<file path="config.mk">
export PLATFORM = sky130hd
export DESIGN_NAME = clkout_route_ctl
export DESIGN_NICKNAME = d
export VERILOG_FILES = /design/src/rtl/clkout_route_pkg.sv /design/src/rtl/clkout_route_want.sv /design/src/rtl/clkout_route_grpsel.sv /design/src/rtl/clkout_route_gate.sv /design/src/rtl/clkout_route_ctl.sv
export SDC_FILE = /design/constraint.sdc
export NUM_CORES = 1
export LEC_CHECK = 0
export ABC_AREA = 1
export CAP_MARGIN = 20
export CORE_MARGIN = 1.5
export CORE_UTILIZATION = 37
export CTS_BUF_LIST = sky130_fd_sc_hd__clkbuf_16
export DETAILED_ROUTE_END_ITERATION = 16
export GPL_ROUTABILITY_DRIVEN = 0
export GPL_TIMING_DRIVEN = 0
export PLACE_DENSITY = 0.88
export SYNTH_ARGS = -nofsm -noshare
export SYNTH_HDL_FRONTEND = slang
export SYNTH_SLANG_ARGS = --single-unit
</file>
<file path="constraint.sdc">
create_clock -name clk -period 1.34 [get_ports clk]
set_input_delay 0.335 -clock clk [delete_from_list [all_inputs] [get_ports clk]]
set_output_delay 0.335 -clock clk [all_outputs]
set_load 0.005 [all_outputs]
</file>
<file path="src/rtl/clkout_route_pkg.sv">
package clkout_route_pkg;

    typedef enum logic {
        SRC_PLL = 1'b0,
        SRC_REF = 1'b1
    } clk_src_e;

    typedef struct packed {
        logic     div_en;
        logic     bypass_req;
        clk_src_e sel;
    } grp_ctl_t;

    function automatic int unsigned grp_of(input int unsigned ch, input int unsigned size);
        return ch / size;
    endfunction

endpackage

</file>
<file path="src/rtl/clkout_route_want.sv">
module clkout_route_want
    import clkout_route_pkg::*;
#(
    parameter int unsigned GRP_CNT  = 2,
    parameter int unsigned GRP_SIZE = 5,
    localparam int unsigned CH_CNT  = GRP_CNT * GRP_SIZE + 1
) (
    input  logic                chip_en,
    input  logic                lock_ok,
    input  logic                lock_ovr,
    input  grp_ctl_t            grp_ctl [GRP_CNT],
    input  logic [CH_CNT-1:0]   out_en,
    output logic [CH_CNT-1:0]   want
);
    localparam int unsigned DIR = CH_CNT - 1;

    for (genvar g = 0; g < GRP_CNT; g++) begin : g_grp
        logic src_settled;
        logic lock_pass;
        logic grp_ok;
        assign src_settled = (grp_ctl[g].sel == clk_src_e'(grp_ctl[g].bypass_req));
        assign lock_pass   = (grp_ctl[g].sel == SRC_REF) | lock_ovr | lock_ok;
        assign grp_ok      = chip_en & grp_ctl[g].div_en & src_settled & lock_pass;
        for (genvar k = 0; k < GRP_SIZE; k++) begin : g_ch
            assign want[g*GRP_SIZE + k] = grp_ok & out_en[g*GRP_SIZE + k];
        end
    end

    assign want[DIR] = chip_en & out_en[DIR];

endmodule

</file>
<file path="src/rtl/clkout_route_grpsel.sv">
module clkout_route_grpsel
    import clkout_route_pkg::*;
(
    input  logic     clk,
    input  logic     rst,
    input  logic     bypass_req,
    input  logic     grp_quiet,
    output clk_src_e sel
);
    always_ff @(posedge clk) begin
        if (rst) begin
            sel <= SRC_PLL;
        end else if (grp_quiet && (sel != clk_src_e'(bypass_req))) begin
            sel <= clk_src_e'(bypass_req);
        end
    end
endmodule

</file>
<file path="src/rtl/clkout_route_gate.sv">
module clkout_route_gate (
    input  logic clk,
    input  logic rst,
    input  logic want,
    input  logic src_lvl,
    output logic en,
    output logic clk_out
);
    always_ff @(posedge clk) begin
        if (rst) begin
            en <= 1'b0;
        end else if (!src_lvl) begin
            en <= want;
        end
    end

    assign clk_out = en & src_lvl;
endmodule

</file>
<file path="src/rtl/clkout_route_ctl.sv">
module clkout_route_ctl
    import clkout_route_pkg::*;
#(
    parameter int unsigned GRP_CNT  = 2,
    parameter int unsigned GRP_SIZE = 5,
    localparam int unsigned CH_CNT  = GRP_CNT * GRP_SIZE + 1
) (
    input  logic                clk,
    input  logic                rst,
    input  logic                chip_en,
    input  logic                pll_en,
    input  logic                lock_ovr,
    input  logic                pll_locked,
    input  logic [GRP_CNT-1:0]  grp_div_en,
    input  logic [GRP_CNT-1:0]  grp_bypass,
    input  logic [CH_CNT-1:0]   out_en,
    input  logic [GRP_CNT-1:0]  grp_clk_lvl,
    input  logic                ref_clk_lvl,
    output logic                pll_pwr_on,
    output logic                lock_status,
    output logic [GRP_CNT-1:0]  grp_src_ref,
    output logic [CH_CNT-1:0]   ch_src_ref,
    output logic [CH_CNT-1:0]   ch_en,
    output logic [CH_CNT-1:0]   ch_clk
);
    localparam int unsigned DIR = CH_CNT - 1;

    logic                lock_ok;
    logic [CH_CNT-1:0]   want;
    logic [CH_CNT-1:0]   src_lvl;
    grp_ctl_t            grp_ctl [GRP_CNT];

    assign pll_pwr_on = pll_en & chip_en;
    assign lock_ok    = pll_locked & pll_pwr_on;

    always_ff @(posedge clk) begin
        if (rst) lock_status <= 1'b0;
        else     lock_status <= lock_ok;
    end

    for (genvar g = 0; g < GRP_CNT; g++) begin : g_grp
        clk_src_e sel;
        clkout_route_grpsel u_sel (
            .clk        (clk),
            .rst        (rst),
            .bypass_req (grp_bypass[g]),
            .grp_quiet  (~|ch_en[g*GRP_SIZE +: GRP_SIZE]),
            .sel        (sel)
        );
        assign grp_ctl[g]     = '{div_en: grp_div_en[g], bypass_req: grp_bypass[g], sel: sel};
        assign grp_src_ref[g] = (sel == SRC_REF);
    end

    clkout_route_want #(.GRP_CNT(GRP_CNT), .GRP_SIZE(GRP_SIZE)) u_want (
        .chip_en  (chip_en),
        .lock_ok  (lock_ok),
        .lock_ovr (lock_ovr),
        .grp_ctl  (grp_ctl),
        .out_en   (out_en),
        .want     (want)
    );

    for (genvar c = 0; c < CH_CNT; c++) begin : g_ch
        if (c == DIR) begin : g_dir
            assign src_lvl[c]    = ref_clk_lvl;
            assign ch_src_ref[c] = 1'b1;
        end else begin : g_div
            localparam int unsigned G = grp_of(c, GRP_SIZE);
            assign src_lvl[c]    = grp_clk_lvl[G];
            assign ch_src_ref[c] = grp_src_ref[G];
        end
        clkout_route_gate u_gate (
            .clk     (clk),
            .rst     (rst),
            .want    (want[c]),
            .src_lvl (src_lvl[c]),
            .en      (ch_en[c]),
            .clk_out (ch_clk[c])
        );
    end

endmodule

</file>
==> flow_summary.yaml, run 1 <==
clocking:
  tritoncts: "yes"
  numClockSinks: 14
  cts_htree_levels: 1
  clock_insertion_delay_at_the_later_pin_of_the_skew_report_ps: 240
  clock-root-buffer: "clkbuf_16"
  cts-root-to-sink-buffers: 2
  clk_pin_slew_worst_paths_ps: 50
  cts_inserted_buffers: 3
worst_setup_path:
  slowest_stage: "dfxtp_4"
  worst_r2r_path_depth: 6
  rrSetupSlack_ps: 230
  crit_path_frequent_cell: "buf_4"
  cp_cell_sequence: "buf_4 > buf_4 > buf_4"
  timing.critical_path.required_ps: 1000
  critPathMaxFanout: 4
  crit_path_max_incr_delay_ps: 350
  cp.arrival_ps: 970
  critical_path.startpoint_type: "flop"
  timing.setup.critical_path_class: "flop to output port"
  crit-reg2reg-launch: "g_ch[4].u_gate.en$_SDFFE_PP0N_"
  r2r_end: "g_grp[0].u_sel.sel$_SDFFE_PP0P_"
  endpoint_kind: "output port"
place:
  dp.final_hpwl_um: 1869
  port-buffer-count: 57
  placed_cells_incl_taps: 240
synth:
  synth.yosys.seq_area_share_pct: 28.04
  synth_top_area_share_pct: 28.04
  yosysTopAreaCell: "dfxtp_1"
  post_synth_inst_count: 153
  synth.net_count: 177
  synthesis.area_per_instance_sq_um: 6.534
  ys_types: 14
  synthesis.yosys.warnings: 0
  synthesis.area_sq_um: 999.7
  synth.top_cells.by_area: "dfxtp_1 28%, buf_4 26%, inv_1 11%"
  yosys_register_bits: 14
hold_path:
  timing.hold.worst.start: "chip_en"
  hold_ep: "g_ch[10].u_gate.en$_SDFFE_PP0N_"
  hold_path.class: "primary input to flop"
  hold-path-cell-count: 3
power:
  p_comb_share_pct: 24.0
  clock_power_share_pct: 42.7
  seq_power_share_pct: 33.3
  worst_ir_drop_vdd_v: 0.0007931
  power.density_nw_per_um2: 727.2
  leakage_power_of_the_design_uw: 0.001126
  net-switching-power_uw: 308.0
  p_int_uw: 1016
  design_power_total_uw: 1324
  switching_share_pct: 23.27
timing:
  hold_ws_ps: 416.9
  timing.clock.skew_ps: 0.5669
  layout_worst_path_cycle_share_pct: 97.39
  report.final.slew_viol_count: 0
  number_of_setup_violations_in_the_final_report: 0
  rsz0062_at_grt: "false"
  max_freq_mhz: 766.2
  min_period_ps: 1305
  finalHoldViolCount: 0
global_routing:
  antenna_found_initial: 0
  pin_count_of_the_biggest_net_entering_global_routing: 11
  gr-total-overflow: 0
  grt_pass1_vias: 1003
  grt_first_pass_wirelength_um: 4153
  grt_util_all_layers_pct: 19.27
route:
  vias_post_dr: 1093
  first_iter_violations: 10
  drtPass1Iterations: 4
  drt_wl_total_um: 2621
  drc_markers: 0
  via_per_inst: 4.303
  wl_per_cell_um: 10.32
  postRouteAntennaNets: 0
floorplan:
  die_h_um: 54.98
  initial_utilization_pct: 39.63
  core_region_area_sq_um: 2522
  die_area_sq_um: 3023
  die_width_um: 54.98
  top_level_ports: 61
  placementRows: 18
finish:
  final-instance-count-excl-fill: 254
  area_grow_syn2layout_pct: 82.10
  final_nets: 249
  antenna_cells: 0
  final_util_pct: 72.17
  drive_above_1_share_pct: 47.77
status:
  status: "completed"
flow_run:
  timing.max_cap.violations: 0
critical path, delay by kind of cell (launching register included):
kind / cells / cell delay (ps)
flip-flops: 1 / 350
buffers and inverters: 3 / 370
layout by cell type (no fill, tap or decap):
| cell | synthesis | final |
|---|---|---|
| buf_4 | 35 | 56 |
| inv_1 | 28 | 22 |
| clkdlybuf4s50_1 | 0 | 18 |
| nor2_1 | 17 | 17 |
| nand2_1 | 26 | 16 |
| dlygate4sd2_1 | 0 | 16 |
| a21oi_1 | 11 | 11 |
| nand3_1 | 10 | 10 |
| nand2_4 | 0 | 10 |
| dfxtp_2 | 0 | 10 |
| buf_6 | 0 | 9 |
| inv_2 | 0 | 6 |
| nand3_2 | 3 | 3 |
| clkbuf_16 | 0 | 3 |
| nor2_4 | 2 | 2 |
| clkbuf_4 | 0 | 2 |
| nor3_1 | 2 | 2 |
| dfxtp_1 | 14 | 2 |
| dfxtp_4 | 0 | 2 |
| buf_2 | 0 | 2 |
| clkbuf_2 | 0 | 1 |
| nand3b_1 | 1 | 1 |
| conb_1 | 1 | 1 |
| clkinv_1 | 0 | 1 |
| clkdlybuf4s15_2 | 0 | 1 |
cells in the mapped netlist:
library cell,n
nand3b_1,1
nor3_1,2
nand3_1,10
buf_4,35
conb_1,1
inv_1,28
nand3_2,3
nor2_4,2
buf_1,1
dfxtp_1,14
nor2_1,17
a21oi_1,11
nand2_1,26
clkbuf_1,2
state kept, by name (all words and copies together) (netlist names):
| name | count |
|---|---|
| g_grp.u_sel.sel | 2 |
| g_ch.u_gate.en | 11 |
| lock_status | 1 |
routing by layer:
| layer | GRT usage (%) | share of wire, % |
|---|---|---|
| met5 | 0 | 0 |
| met4 | 4.878 | 1.4 |
| met3 | 4.839 | 5.8 |
| met2 | 36.51 | 54 |
| met1 | 21.15 | 39 |
repair_timing:
item | CTS | global route
gates resized for setup | 121 | 20
hold buffers | 0 | 0
setup endpoints to repair | 36 | 18
buffers inserted | 18 | 2
endpoints found under the hold margin | 0 | 0
pin swaps | 1 | 0
stage by stage:
stage	TNS, ps	instance area, sq um	worst slack [ps]
finish	0	1821	34.94
global placement	-7896	1608	-516.8
floorplan	0	999.7	173.8
global route	0	1821	5.778
detailed placement	-8439	1608	-528.4
CTS	-80.95	1842	-80.95
power by group through the flow:
stage / clock network [uW] / registers [uW] / logic (uW)
final: 565 / 441 / 318
after global routing: 600 / 442 / 345
after CTS: 572 / 437 / 317
after detailed placement: 0 / 451 / 293
after global placement: 0 / 450 / 287
after floorplan: 0 / 447 / 135
cell families after synthesis:
kind of cell	share of synthesized area, %
buffers and inverters	37.92
AND/OR/NAND/NOR	28.16
flip-flops	28.04
AO/OA/AOI/OAI	5.507
other	0.3751
cell type report:
type                       count  area (sq um)
buffer                        36         271.5
clock buffer                   3         75.07
clock inverter                 1         3.754
fill                         221         701.9
inverter                      28         105.1
multi-input combinational     73         415.4
sequential                    14         300.3
tap                           30         37.54
timing repair buffer          69         611.8
worst max path at each step:
stage	from	to	depth (start not counted)
after CTS	g_grp[1].u_sel.sel$_SDFFE_PP0P_	ch_src_ref[8]	4
after floorplan	grp_clk_lvl[0]	ch_clk[0]	4
after detailed placement	chip_en	pll_pwr_on	4
after global placement	chip_en	pll_pwr_on	4
after global routing	g_grp[1].u_sel.sel$_SDFFE_PP0P_	ch_src_ref[5]	3
final	g_grp[1].u_sel.sel$_SDFFE_PP0P_	ch_src_ref[9]	3
Note: power is estimated with default switching activity, not from simulation.
==> inputs of run 2 (changes only) <==
- CELL_PAD_IN_SITES_DETAIL_PLACEMENT: default -> 1
- CELL_PAD_IN_SITES_GLOBAL_PLACEMENT: default -> 1
- CORE_UTILIZATION: 37 -> 24
==> run 2 against run 1 <==
Clock-buffer cell count unchanged. Critical path type unchanged. Wire length is 17% higher. Largest cell class unchanged. Sequential power barely moved. Flip-flop and latch count is the same. Highest routed layer unchanged. Largest power group unchanged.
==> flow_summary.yaml, run 2 (synthesis gave the netlist of run 1 again) <==
clocking:
  tritoncts: "yes"
  numClockSinks: 14
  clk_pin_slew_worst_paths_ps: 50
  clock-root-buffer: "clkbuf_16"
  cts_htree_levels: 1
  clock_insertion_delay_at_the_later_pin_of_the_skew_report_ps: 240
  cts_inserted_buffers: 3
  cts-root-to-sink-buffers: 2
timing:
  layout_worst_path_cycle_share_pct: 97.97
  max_freq_mhz: 761.7
  rsz0062_at_grt: "true"
  finalHoldViolCount: 0
  number_of_setup_violations_in_the_final_report: 0
  min_period_ps: 1313
  timing.setup.tns_ps: 0
  report.final.slew_viol_count: 0
  postLayoutSetupSlackWorst_ps: 27.20
  hold_ws_ps: 469.0
  timing.clock.skew_ps: 1.141
power:
  power.density_nw_per_um2: 692.5
  design_power_total_uw: 1308
  leakage_power_of_the_design_uw: 0.001140
  worst_ir_drop_vdd_v: 0.0003535
finish:
  final_nets: 257
  final_cell_mix: "58 x buf_4, 23 x inv_1, 21 x dlygate4sd2_1, 18 x clkdlybuf4s50_1, 17 x nor2_1"
  total_area_of_multi_input_combinational_cells_sq_um: 409.1
  antenna_cells: 0
  drive_above_1_share_pct: 47.41
  final_cell_area_sq_um: 1889
  register_name_with_the_most_flops: "g_ch.u_gate.en"
  fillerInstances: 529
  area_grow_syn2layout_pct: 88.99
  final_common_cell: "buf_4"
  ff_latch_area_sq_um: 300.3
  largest_register_ffs: 11
  reg.largest.list: "g_ch.u_gate.en (11), g_grp.u_sel.sel (2), lock_status (1)"
place:
  dpl-instance-area_sq_um: 1633
  dp.final_hpwl_um: 2150
  detailedPlace.worstSlack_ps: -540.1
  port-buffer-count: 57
floorplan:
  die_h_um: 67.54
  placementRows: 23
  top_level_ports: 61
  core_region_area_sq_um: 4000
  die_width_um: 67.54
  initial_utilization_pct: 24.99
  die_area_sq_um: 4562
global_routing:
  grt_first_pass_wirelength_um: 4754
  antenna_found_initial: 0
  grt_util_all_layers_pct: 13.90
  pin_count_of_the_biggest_net_entering_global_routing: 11
  grt_pass1_vias: 1089
  gr-total-overflow: 0
route:
  first_iter_violations: 15
  vias_post_dr: 1099
  drc_markers: 0
  drt_wl_total_um: 3058
  via_per_inst: 3.897
  postRouteAntennaNets: 0
  wl_per_cell_um: 10.84
  drtPass1Iterations: 4
worst_setup_path:
  cp_cell_sequence: "buf_4 > dlygate4sd2_1"
  rrSetupSlack_ps: 80
  crit_path_max_incr_delay_ps: 360
  slowest_stage: "dfxtp_4"
  crit_buf_inv: 2
  critical-path-top-delay-family: "buffers and inverters"
  critical_path.startpoint_type: "flop"
  timing.critical_path.required_ps: 1000
  cp.arrival_ps: 980
  endpoint_kind: "output port"
  timing.setup.critical_path_class: "flop to output port"
  critPathMaxFanout: 7
  worstSetupStartpoint: "g_grp[1].u_sel.sel$_SDFFE_PP0P_"
  crit-reg2reg-launch: "g_ch[8].u_gate.en$_SDFFE_PP0N_"
flow_run:
  timing.max_cap.violations: 0
status:
  status: "completed"
hold_path:
  timing.hold.worst.start: "grp_clk_lvl[1]"
  hold_path.class: "primary input to flop"
run 2: timing repair:
action,4_1_cts,5_1_grt
pin swaps,1,1
hold buffers,0,0
endpoints found under the setup margin,37,13
setup buffers,24,0
resized for setup,110,16
run 2: worst paths after layout:
check                                                      end  cells past startpoint
worst max register to register  g_ch[8].u_gate.en$_SDFFE_PP0N_                      8
worst max-delay path                             ch_src_ref[9]                      2
worst min register to register  g_ch[2].u_gate.en$_SDFFE_PP0N_                      2
worst min-delay path            g_ch[6].u_gate.en$_SDFFE_PP0N_                      3
run 2: cell type report:
cell class | count | area share [%]
clock inverter | 1 | 0.1987
multi-input combinational | 73 | 21.66
sequential | 14 | 15.89
inverter | 28 | 5.563
buffer | 38 | 15.17
tap | 50 | 3.311
timing repair buffer | 75 | 34.24
clock buffer | 3 | 3.974
run 2: worst min-delay path, cell delays in order:
cell and delay [ps]:
clkbuf_4 200, nand2_4 80, a21oi_1 50
run 2: through the flow:
step           instances  utilization [%]
2_1_floorplan        153                -
3_3_place_gp         260            40.82
3_5_place_dp         260            40.82
4_1_cts              287            47.51
5_1_grt              282            47.23
6_report             282            47.23
run 2: power by group:
group | switching, uW | internal [uW]
clock | 167 | 394
sequential | 12.8 | 429
combinational | 123 | 183
total | 302 | 1010
run 2: layer usage:
layer  vias to the layer above  wire length, um  GRT usage (%)
li1                        579                -              -
met1                       492             1108          12.83
met2                        26             1806          29.53
met3                         2              128          2.833
met4                         0               15          3.827
met5                         -                0              0
